==> config.mk <==
export PLATFORM = sky130hd
export DESIGN_NAME = data_bkpt_cmp
export DESIGN_NICKNAME = d
export VERILOG_FILES = /design/src/rtl/data_bkpt_cmp.sv
export SDC_FILE = /design/constraint.sdc
export NUM_CORES = 1
export LEC_CHECK = 0
export ABC_AREA = 1
export BUFFER_PORTS_ARGS = -buffer_cell sky130_fd_sc_hd__buf_2
export CAP_MARGIN = 20
export CELL_PAD_IN_SITES_DETAIL_PLACEMENT = 1
export CELL_PAD_IN_SITES_GLOBAL_PLACEMENT = 2
export CORE_ASPECT_RATIO = 1.25
export CORE_UTILIZATION = 37
export CTS_CLUSTER_SIZE = 12
export DETAILED_ROUTE_END_ITERATION = 10
export PLACE_DENSITY_LB_ADDON = 0.1
export SLEW_MARGIN = 5
export SYNTH_ARGS = -nofsm -noshare
export SYNTH_HDL_FRONTEND = slang
export SYNTH_SLANG_ARGS = --single-unit
==> constraint.sdc <==
create_clock -name clk -period 4.1 [get_ports clk]
set_input_delay 0 -clock clk [delete_from_list [all_inputs] [get_ports clk]]
set_output_delay 0 -clock clk [all_outputs]
set_load 0.02 [all_outputs]
==> src/rtl/data_bkpt_cmp.sv <==
module data_bkpt_cmp #(
  parameter int DW = 32,
  parameter int CW = 5
) (
  input  logic          clk,
  input  logic          rst_n,
  input  logic          reg_we,
  input  logic [CW-1:0] reg_code,
  input  logic [DW-1:0] reg_wdata,
  output logic [DW-1:0] reg_rdata,
  input  logic          bus_valid,
  input  logic [1:0]    bus_addr,
  input  logic [1:0]    bus_size,
  input  logic [DW-1:0] bus_data,
  output logic [1:0]    hit
);
  localparam int NP = 2;
  localparam logic [1:0] SZ_BYTE = 2'b00;
  localparam logic [1:0] SZ_WORD = 2'b01;
  localparam logic [1:0] SZ_LONG = 2'b10;

  logic [DW-1:0] val_q [NP];
  logic [DW-1:0] msk_q [NP];
  logic [DW-1:0] operand, lane_mask;
  logic          size_ok;
  logic [NP-1:0] hit_d, hit_q;

  always_comb begin
    operand   = '0;
    lane_mask = '0;
    size_ok   = 1'b1;
    case (bus_size)
      SZ_BYTE: begin
        lane_mask = DW'(8'hFF);
        case (bus_addr)
          2'b00:   operand = DW'(bus_data[31:24]);
          2'b01:   operand = DW'(bus_data[23:16]);
          2'b10:   operand = DW'(bus_data[15:8]);
          default: operand = DW'(bus_data[7:0]);
        endcase
      end
      SZ_WORD: begin
        lane_mask = DW'(16'hFFFF);
        operand   = bus_addr[1] ? DW'(bus_data[15:0]) : DW'(bus_data[31:16]);
      end
      SZ_LONG: begin
        lane_mask = '1;
        operand   = bus_data;
      end
      default: size_ok = 1'b0;
    endcase
  end

  for (genvar i = 0; i < NP; i++) begin : g_pair
    localparam logic [CW-1:0] VCODE = CW'(5'h0E | (i << 4));
    localparam logic [CW-1:0] MCODE = CW'(5'h0F | (i << 4));

    always_ff @(posedge clk) begin
      if (reg_we && reg_code == VCODE) val_q[i] <= reg_wdata;
      if (reg_we && reg_code == MCODE) msk_q[i] <= reg_wdata;
    end

    assign hit_d[i] = bus_valid && size_ok &&
                      (((operand ^ val_q[i]) & ~msk_q[i] & lane_mask) == '0);
  end

  always_comb begin
    case (reg_code)
      CW'(5'h0E): reg_rdata = val_q[0];
      CW'(5'h0F): reg_rdata = msk_q[0];
      CW'(5'h1E): reg_rdata = val_q[1];
      CW'(5'h1F): reg_rdata = msk_q[1];
      default:    reg_rdata = '0;
    endcase
  end

  always_ff @(posedge clk) begin
    if (!rst_n) hit_q <= '0;
    else        hit_q <= hit_d;
  end

  assign hit = hit_q;
endmodule

==> run metrics, run 1 <==
remaining antenna violation count after routing 0; largest net degree at the start of global routing 55; clock sink count 130; Worst Path Required 4.46 ns; Hold Path Sink hit[1]; r2r startpoint val_q[0][52]; CTS tree yes; slowest stage cell, crit path clkinv_1; Leak 0.003925 uW; Final Hold Viols 0; WP data arrival 2.34 ns; WL per Instance 19.79 um; Setup Skew 0.01263 ns; Clock transition at path regs 0.06 ns; Max VDD drop 200.1 uV; fin. max-slew vios 0; Die Y 157.0 um; first-pass GRT wire length 35400 um; HPWL after DPL 16930 um; Comb pwr share 10.0%; CTS buffer count 17; Post-Synthesis Cells 807; share of cells above drive strength 1 18.16%; vias in the first global route 6710; Sw Ratio 23.81%; syn avg cell area 8.811 um^2; Netlist Area Pre-Place 7111 um^2; Worst R2R Setup Slack 2.43 ns; worst skew pair latency 0.43 ns; total power 3333 uW; CTS HTree Levels 4; number of flops mapped to enable cells by yosys 128; Flop pwr share 44.5%; vias per inst 5.266; most frequent cells after synthesis 216 x nand2_1, 149 x inv_1, 128 x edfxtp_1; IO Port Bufs 110; Main synth FF type edfxtp_1; HP Start rst_n; r2r endpoint hit[1]; status complete, no violations; Buf/Inv on CP 3; max-slew headroom at the worst pin 33.49%; YS warnings 0; Root Buffer clkbuf_16; IO Pins 111; initial antenna violation count 0; post-route cell area 8812 um^2; fraction of the cycle the final worst path needs 48.11%; Final nets 1027; Worst Setup Start Kind input pin; post_cts resized 0; DR vias 6266; 1st-iter DRT viols 297; final WL 23550 um; most used cell along the critical path nand2_1; Worst-Margin Slew 0.9915 ns; Area Overhead vs Synth 23.93%; Yosys top cell area share 54.06%; Placed Area 7880 um^2; min cycle time layout 1.972 ns; total grt overflow 0; # setup viols final 0; Worst Hold Class in -> reg; Die ar. 19780 um^2; leading area contributor after synthesis edfxtp_1; R2R depth 9; net load switching power 793.7 uW; Clk network pwr share 45.5%; cell family with most CP delay buffers and inverters; Max-Cap Viols 0; diode count 0; worst hold stages 5; Die W 126.0 um; Crit Path Class in -> reg; syn_nets 889; GPL Wtd Cong 0.7933; post-synth cell types 24; Clock Tree Buf Depth 2; core area 18780 um^2; Worst setup startpoint bus_size[1]; ys async rst share 0%; register area share after synthesis 54.62%; CP Cell Sequence buf_2 > ha_1 > clkinv_1 > buf_4 > nand2_1 > nand2_1 > nand4_1 > nand2_1 > nor2_1 > nand2_1 > nor2_1; DRC 0; Setup TNS 0 ns; GRT Util Overall 24.60%; number of synthesized register bits 130; critical path peak fanout 36; drt first pass iters 4; Starting Density 37.87%; most frequent cell after synthesis nand2_1; Max Fclk 507.0 MHz; internal power 2539 uW; Synth area leaders edfxtp_1 54%, nand2_1 11%, inv_1 7.9%; slowest stage delay, CP 0.76 ns; CP Capture Type flop; RSZ-0062 raised after global routing false; PwrDens 378.2 nW/um^2; Placement Rows 56
worst register-to-register path, stage by stage, from the launching register on:
cell      delay [ns]
edfxtp_1        0.42
inv_1           0.07
a21oi_1         0.07
nand3_1         0.08
nand2_1         0.08
nor2_1          0.21
nand2_1         0.11
nor3_1          0.31
nand3_1         0.12
nor2_1          0.12
cells in the final DEF (no fill, tap or decap):
| cell | instances |
|---|---|
| a21oi_1 | 20 |
| nand4_1 | 42 |
| o221ai_1 | 23 |
| inv_1 | 148 |
| clkinv_2 | 4 |
| edfxtp_1 | 128 |
| clkinv_4 | 2 |
| clkbuf_16 | 17 |
| nand2_2 | 6 |
| o2111ai_1 | 9 |
| ha_2 | 1 |
| clkinv_1 | 4 |
| buf_8 | 1 |
| nand3_2 | 7 |
| nor3_1 | 2 |
| ha_1 | 4 |
| buf_4 | 11 |
| nor2_1 | 19 |
| nor3b_1 | 1 |
| nor2_4 | 4 |
| inv_6 | 2 |
| dlygate4sd3_1 | 32 |
| dfxtp_1 | 2 |
| o22ai_1 | 23 |
| nor2_2 | 1 |
| nand2_1 | 216 |
| buf_12 | 2 |
| bufinv_16 | 3 |
| nand3_1 | 111 |
| buf_2 | 110 |
| clkinvlp_4 | 3 |
per-layer routing:
| layer | GRT usage [%] | vias to the layer above | share of wire [%] |
|---|---|---|---|
| met3 | 3.331 | 28 | 4.1 |
| li1 | - | 3040 | - |
| met5 | 0 | - | 0 |
| met1 | 27.39 | 3070 | 40 |
| met4 | 12.05 | 0 | 2.7 |
| met2 | 45.99 | 128 | 53 |
flip-flops by register name, summed over array words and instances, names as in the netlist:
register / count
msk_q: 64
val_q: 64
hit: 2
through the flow:
step                hold WS [ns]  instances  setup WS [ns]  util, %
detailed placement        0.2152       1125          1.352    41.96
global route              0.1536       1190          1.937    46.93
finish                    0.1449       1190          2.128    46.93
global placement          0.2073       1124          1.446    41.88
floorplan                0.09887        807          1.539        -
CTS                       0.1179       1189          1.798    46.82
worst max path at each step:
stage,endpoint,cells after the start
after floorplan,val_q[0][0],6
after global placement,hit[0],13
after detailed placement,hit[1],13
after CTS,hit[1],13
after global routing,hit[1],11
final,hit[1],11
power groups by stage:
stage	Combinational, uW	Clock [uW]	Sequential, uW
2_1_floorplan	178	0	1510
3_3_place_gp	299	0	1510
6_report	335	1520	1480
5_1_grt	367	1590	1480
3_5_place_dp	311	0	1510
4_1_cts	336	1540	1480
layout make-up:
class,instances,area (um^2)
clock buffers,17,425.4
clock inverters,15,166.4
fillers,2211,9966
inverters,151,571.8
multi-input cells,489,2466
flip-flops and latches,130,3884
well taps,232,290.3
repair buffers,156,1008
cells by family after synthesis:
| kind of cell | count (synthesis) | share of synthesized area [%] |
|---|---|---|
| AOI/OAI and AO/OA | 75 | 7.373 |
| and+or+nand+nor | 409 | 25.97 |
| DFF | 130 | 54.62 |
| adders and majority gates | 5 | 0.8798 |
| buffers and inverters | 188 | 11.16 |
repair_timing:
action,CTS,global route
hold buffers,32,0
buffers inserted,0,0
hold endpoints to repair,128,0
Power figures use the tool's default switching activity.
==> inputs of run 2 (changes only) <==
Settings changed: CORE_UTILIZATION 37 to 35.
Clock period 4.1 ns to 1.88 ns, I/O delays scaled along.
==> run metrics, run 2 (synthesis gave the netlist of run 1 again) <==
fin. max-slew vios 0; worst skew pair latency 0.43 ns; vias per inst 5.215; met1 wire length 10210 um; Setup Skew 0.007231 ns; vias in the first global route 7077; met2 WL post-DR 13310 um; metal3 WL 926 um; Crit Path Class reg -> reg; Area Overhead vs Synth 27.12%; GPL Wtd Cong 0.7948; commonest non-fill, non-tap cell in the layout nand2_1; post-route cell area 9039 um^2; Final Hold Viols 0; worst hold stages 5; DR vias 6493; GRT Util Overall 25.43%; Placement Rows 57; fraction of the cycle the final worst path needs 85.36%; Worst-Margin Slew 0.5888 ns; Die W 129.5 um; Die ar. 20890 um^2; HPWL after DPL 18360 um; IO Port Bufs 110; diode count 0; post-CTS setup buffers 0; clock sink count 130; CP Capture Type flop; first-pass GRT wire length 38580 um; drt first pass iters 5; IO Pins 111; CP Cell Sequence inv_1 > a21oi_1 > nand3_1 > nand2_1 > nor2_1 > nand2_1 > nor3_1 > buf_4 > nand3_1 > nor2_1; Worst Setup Start Kind flop; Crit path depth 10; Placed Area 8174 um^2; Starting Density 36.12%; total grt overflow 0; max-slew headroom at the worst pin 60.74%; critical path peak fanout 3; Leak 0.004024 uW; initial antenna violation count 0; # setup viols final 0; cell family with most CP delay simple AND/OR/NAND/NOR gates; Max Fclk 623.1 MHz; min cycle time layout 1.605 ns; Clock Tree Buf Depth 2; CTS tree yes; most frequent cells in the layout 216 x nand2_1, 148 x inv_1, 128 x edfxtp_1; Final nets 1049; final core occ 45.92%; RSZ-0062 raised after global routing false; PwrDens 782.1 nW/um^2; Buf/Inv on CP 2; slowest stage delay, CP 0.41 ns; Root Buffer clkbuf_16; uppermost layer routed met4; DRC 0; R2R depth 10; core area 19680 um^2; slowest stage cell, crit path edfxtp_1; Worst Path Required 2.24 ns; CTS buffer count 17; 1st-iter DRT viols 302; Worst Hold Class in -> reg; Clock transition at path regs 0.06 ns; Max VDD drop 576.7 uV; WP data arrival 1.97 ns; CTS HTree Levels 4; share of cells above drive strength 1 19.90%; status complete, no violations; Max-Cap Viols 0; remaining antenna violation count after routing 0; largest net degree at the start of global routing 41; WL per Instance 20.18 um; Die Y 161.4 um; final WL 25130 um
## run 2: cell count changes in the layout (fill, tap and decap cells not counted)
cell       change
buf_4         +17
buf_8          -1
bufinv_16      -2
clkinv_4       +1
clkbuf_1       +1
buf_12         +6
## run 2: final timing paths
check / start / endpoint / slack, ns
setup / recovery: val_q[0][54] / hit[1] / 0.28
hold / removal: rst_n / hit[0] / 0.12
setup reg to reg: val_q[0][54] / hit[1] / 0.28
hold reg to reg: msk_q[0][33] / hit[1] / 0.79
## run 2: layout make-up
type,instances,area (um^2)
clock buffer,18,429.2
clock inverter,14,115.1
fill,2334,10650
inverter,151,571.8
multi-input combinational,489,2466
sequential,130,3884
tap,265,331.6
timing repair buffer,178,1241
## run 2: per-stage QoR
stage	total power (uW)	TNS (ns)	instances	worst slack (ns)	hold slack, ns
2_1_floorplan	3680	0	807	0.1161	0.09887
6_report	7069	0	1245	0.2752	0.1225
3_5_place_dp	4015	-0.006305	1181	-0.006305	0.2146
4_1_cts	7130	0	1245	0.2375	0.1042
5_1_grt	7308	0	1245	0.1210	0.1209
3_3_place_gp	3987	0	1181	0.02658	0.2066
## run 2: timing repair
item | in CTS | in global routing
gates resized for setup | 0 | 0
hold buffers | 32 | 0
endpoints found under the hold margin | 128 | 0
## run 2: routing by layer
layer	global-route usage, %	up-vias
met5	0	-
met4	9.619	0
met3	4.737	43
met2	46.19	154
met1	29.25	3223
li1	-	3073
## run 2: where the power goes
group | switching, uW | internal (uW) | leakage (uW)
combinational | 494 | 279 | 0.00259
sequential | 14.9 | 3220 | 0.00117
clock | 1260 | 1800 | 0.000261
total | 1770 | 5300 | 0.00402
## run 2: worst min-delay path, cell delays in order
cell	delay (ns)
buf_2	0.10
nand3_1	0.18
nor3_1	0.09
nand3_1	0.07
nor2_1	0.05
==> inputs of run 3 (changes only) <==
Settings changed: MAX_ROUTING_LAYER from default to met4.
==> run metrics, run 3 (synthesis gave the netlist of run 1 again) <==
status complete, no violations; Setup Skew 0.007299 ns; fraction of the cycle the final worst path needs 85.41%; Worst R2R Setup Slack 0.27 ns; r2r startpoint val_q[0][54]; Area Overhead vs Synth 27.12%; most frequent cells in the layout 216 x nand2_1, 148 x inv_1, 128 x edfxtp_1; CTS buffer count 17; Final Hold Viols 0; diode count 0; final WL 25010 um; 1st-iter DRT viols 275; Root Buffer clkbuf_16; HP Start rst_n; Worst-Margin Slew 0.5907 ns; total power 7066 uW; worst hold stages 5; Final nets 1049; WL per Instance 20.09 um; CP Capture Type flop; Crit Path Class reg -> reg; Die Y 161.4 um; CTS HTree Levels 4; Starting Density 36.12%; Worst Setup Start Kind flop; clock sink count 130; DRC 0; Clock transition at path regs 0.06 ns; WP data arrival 1.97 ns; met1 wire length 10220 um; r2r endpoint hit[1]; Max Fclk 622.8 MHz; largest net degree at the start of global routing 41; RSZ-0062 raised after global routing false; HPWL after DPL 18360 um; vias per inst 5.232; Clock Tree Buf Depth 2; worst skew pair latency 0.43 ns; share of cells above drive strength 1 19.90%; vias in the first global route 7063; commonest non-fill, non-tap cell in the layout nand2_1; Die ar. 20890 um^2; metal3 WL 826 um; drt first pass iters 7; Max VDD drop 583.6 uV; Die W 129.5 um; Setup TNS 0 ns; GRT Util Overall 26.18%; met2 WL post-DR 13250 um; Placement Rows 57; Worst Path Required 2.25 ns; core area 19680 um^2; uppermost layer routed met4; post_cts resized 0; Max-Cap Viols 0; IO Pins 111; IO Port Bufs 110; critical path peak fanout 3; CTS tree yes; Worst Hold Class in -> reg; fin. max-slew vios 0; R2R depth 10; first-pass GRT wire length 38570 um; Leak 0.004024 uW; max-slew headroom at the worst pin 60.62%; GPL Wtd Cong 0.8061; total grt overflow 0; # setup viols final 0; initial antenna violation count 0; DR vias 6514; Hold Path Sink hit[0]; min cycle time layout 1.606 ns; remaining antenna violation count after routing 0; PwrDens 781.8 nW/um^2
[run 3: cell counts in the layout (fill, tap and decap cells not counted)]
Identical to the previous run, type by type.
[run 3: final cells by class]
class	count	area (um^2)
Clock buffer	18	429.2
Clock inverter	14	115.1
Fill cell	2334	10650
Inverter	151	571.8
Multi-Input combinational cell	489	2466
Sequential cell	130	3884
Tap cell	265	331.6
Timing Repair Buffer	178	1241
[run 3: critical path: stages, from the launching register on]
cell and delay (ns):
edfxtp_1 0.41, inv_1 0.08, a21oi_1 0.08, nand3_1 0.07, nand2_1 0.05, nor2_1 0.18, nand2_1 0.08, nor3_1 0.25
buf_4 0.16, nand3_1 0.07, nor2_1 0.10
[run 3: metal layers]
metal | global-route usage (%) | vias up
li1 | - | 3078
met2 | 46.14 | 144
met4 | 9.619 | 0
met3 | 4.472 | 46
met5 | - | -
met1 | 29.43 | 3246
[run 3: metrics by stage]
stage / area (um^2) / hold slack (ns) / instances / utilization, % / setup slack [ns]
2_1_floorplan: 7136 / 0.09887 / 807 / - / 0.1161
3_3_place_gp: 8174 / 0.2066 / 1181 / 41.53 / 0.02658
3_5_place_dp: 8174 / 0.2146 / 1181 / 41.53 / -0.006305
4_1_cts: 9039 / 0.1042 / 1245 / 45.92 / 0.2375
5_1_grt: 9039 / 0.1224 / 1245 / 45.92 / 0.1211
6_report: 9039 / 0.1184 / 1245 / 45.92 / 0.2742
[run 3: report_power, final]
part,total (uW),internal [uW],switching [uW]
Clock,3060,1800,1260
Sequential,3230,3220,14.9
Combinational,772,279,493
[run 3: how the worst max path moves through the flow]
stage                 startpoint           end  slack, ns  cells past startpoint
floorplan            reg_code[3]  msk_q[0][32]       0.12                      5
global placement     bus_size[0]        hit[1]       0.03                     14
detailed placement   bus_size[0]        hit[1]     -0.006                     14
CTS                 val_q[0][53]        hit[1]       0.24                     10
global route        val_q[0][53]        hit[1]       0.12                     10
finish              val_q[0][54]        hit[1]       0.27                     10
[run 3: what timing repair did]
action                    in CTS  in global routing
hold endpoints to repair     128                  0
setup buffers                  0                  0
hold buffers                  32                  0
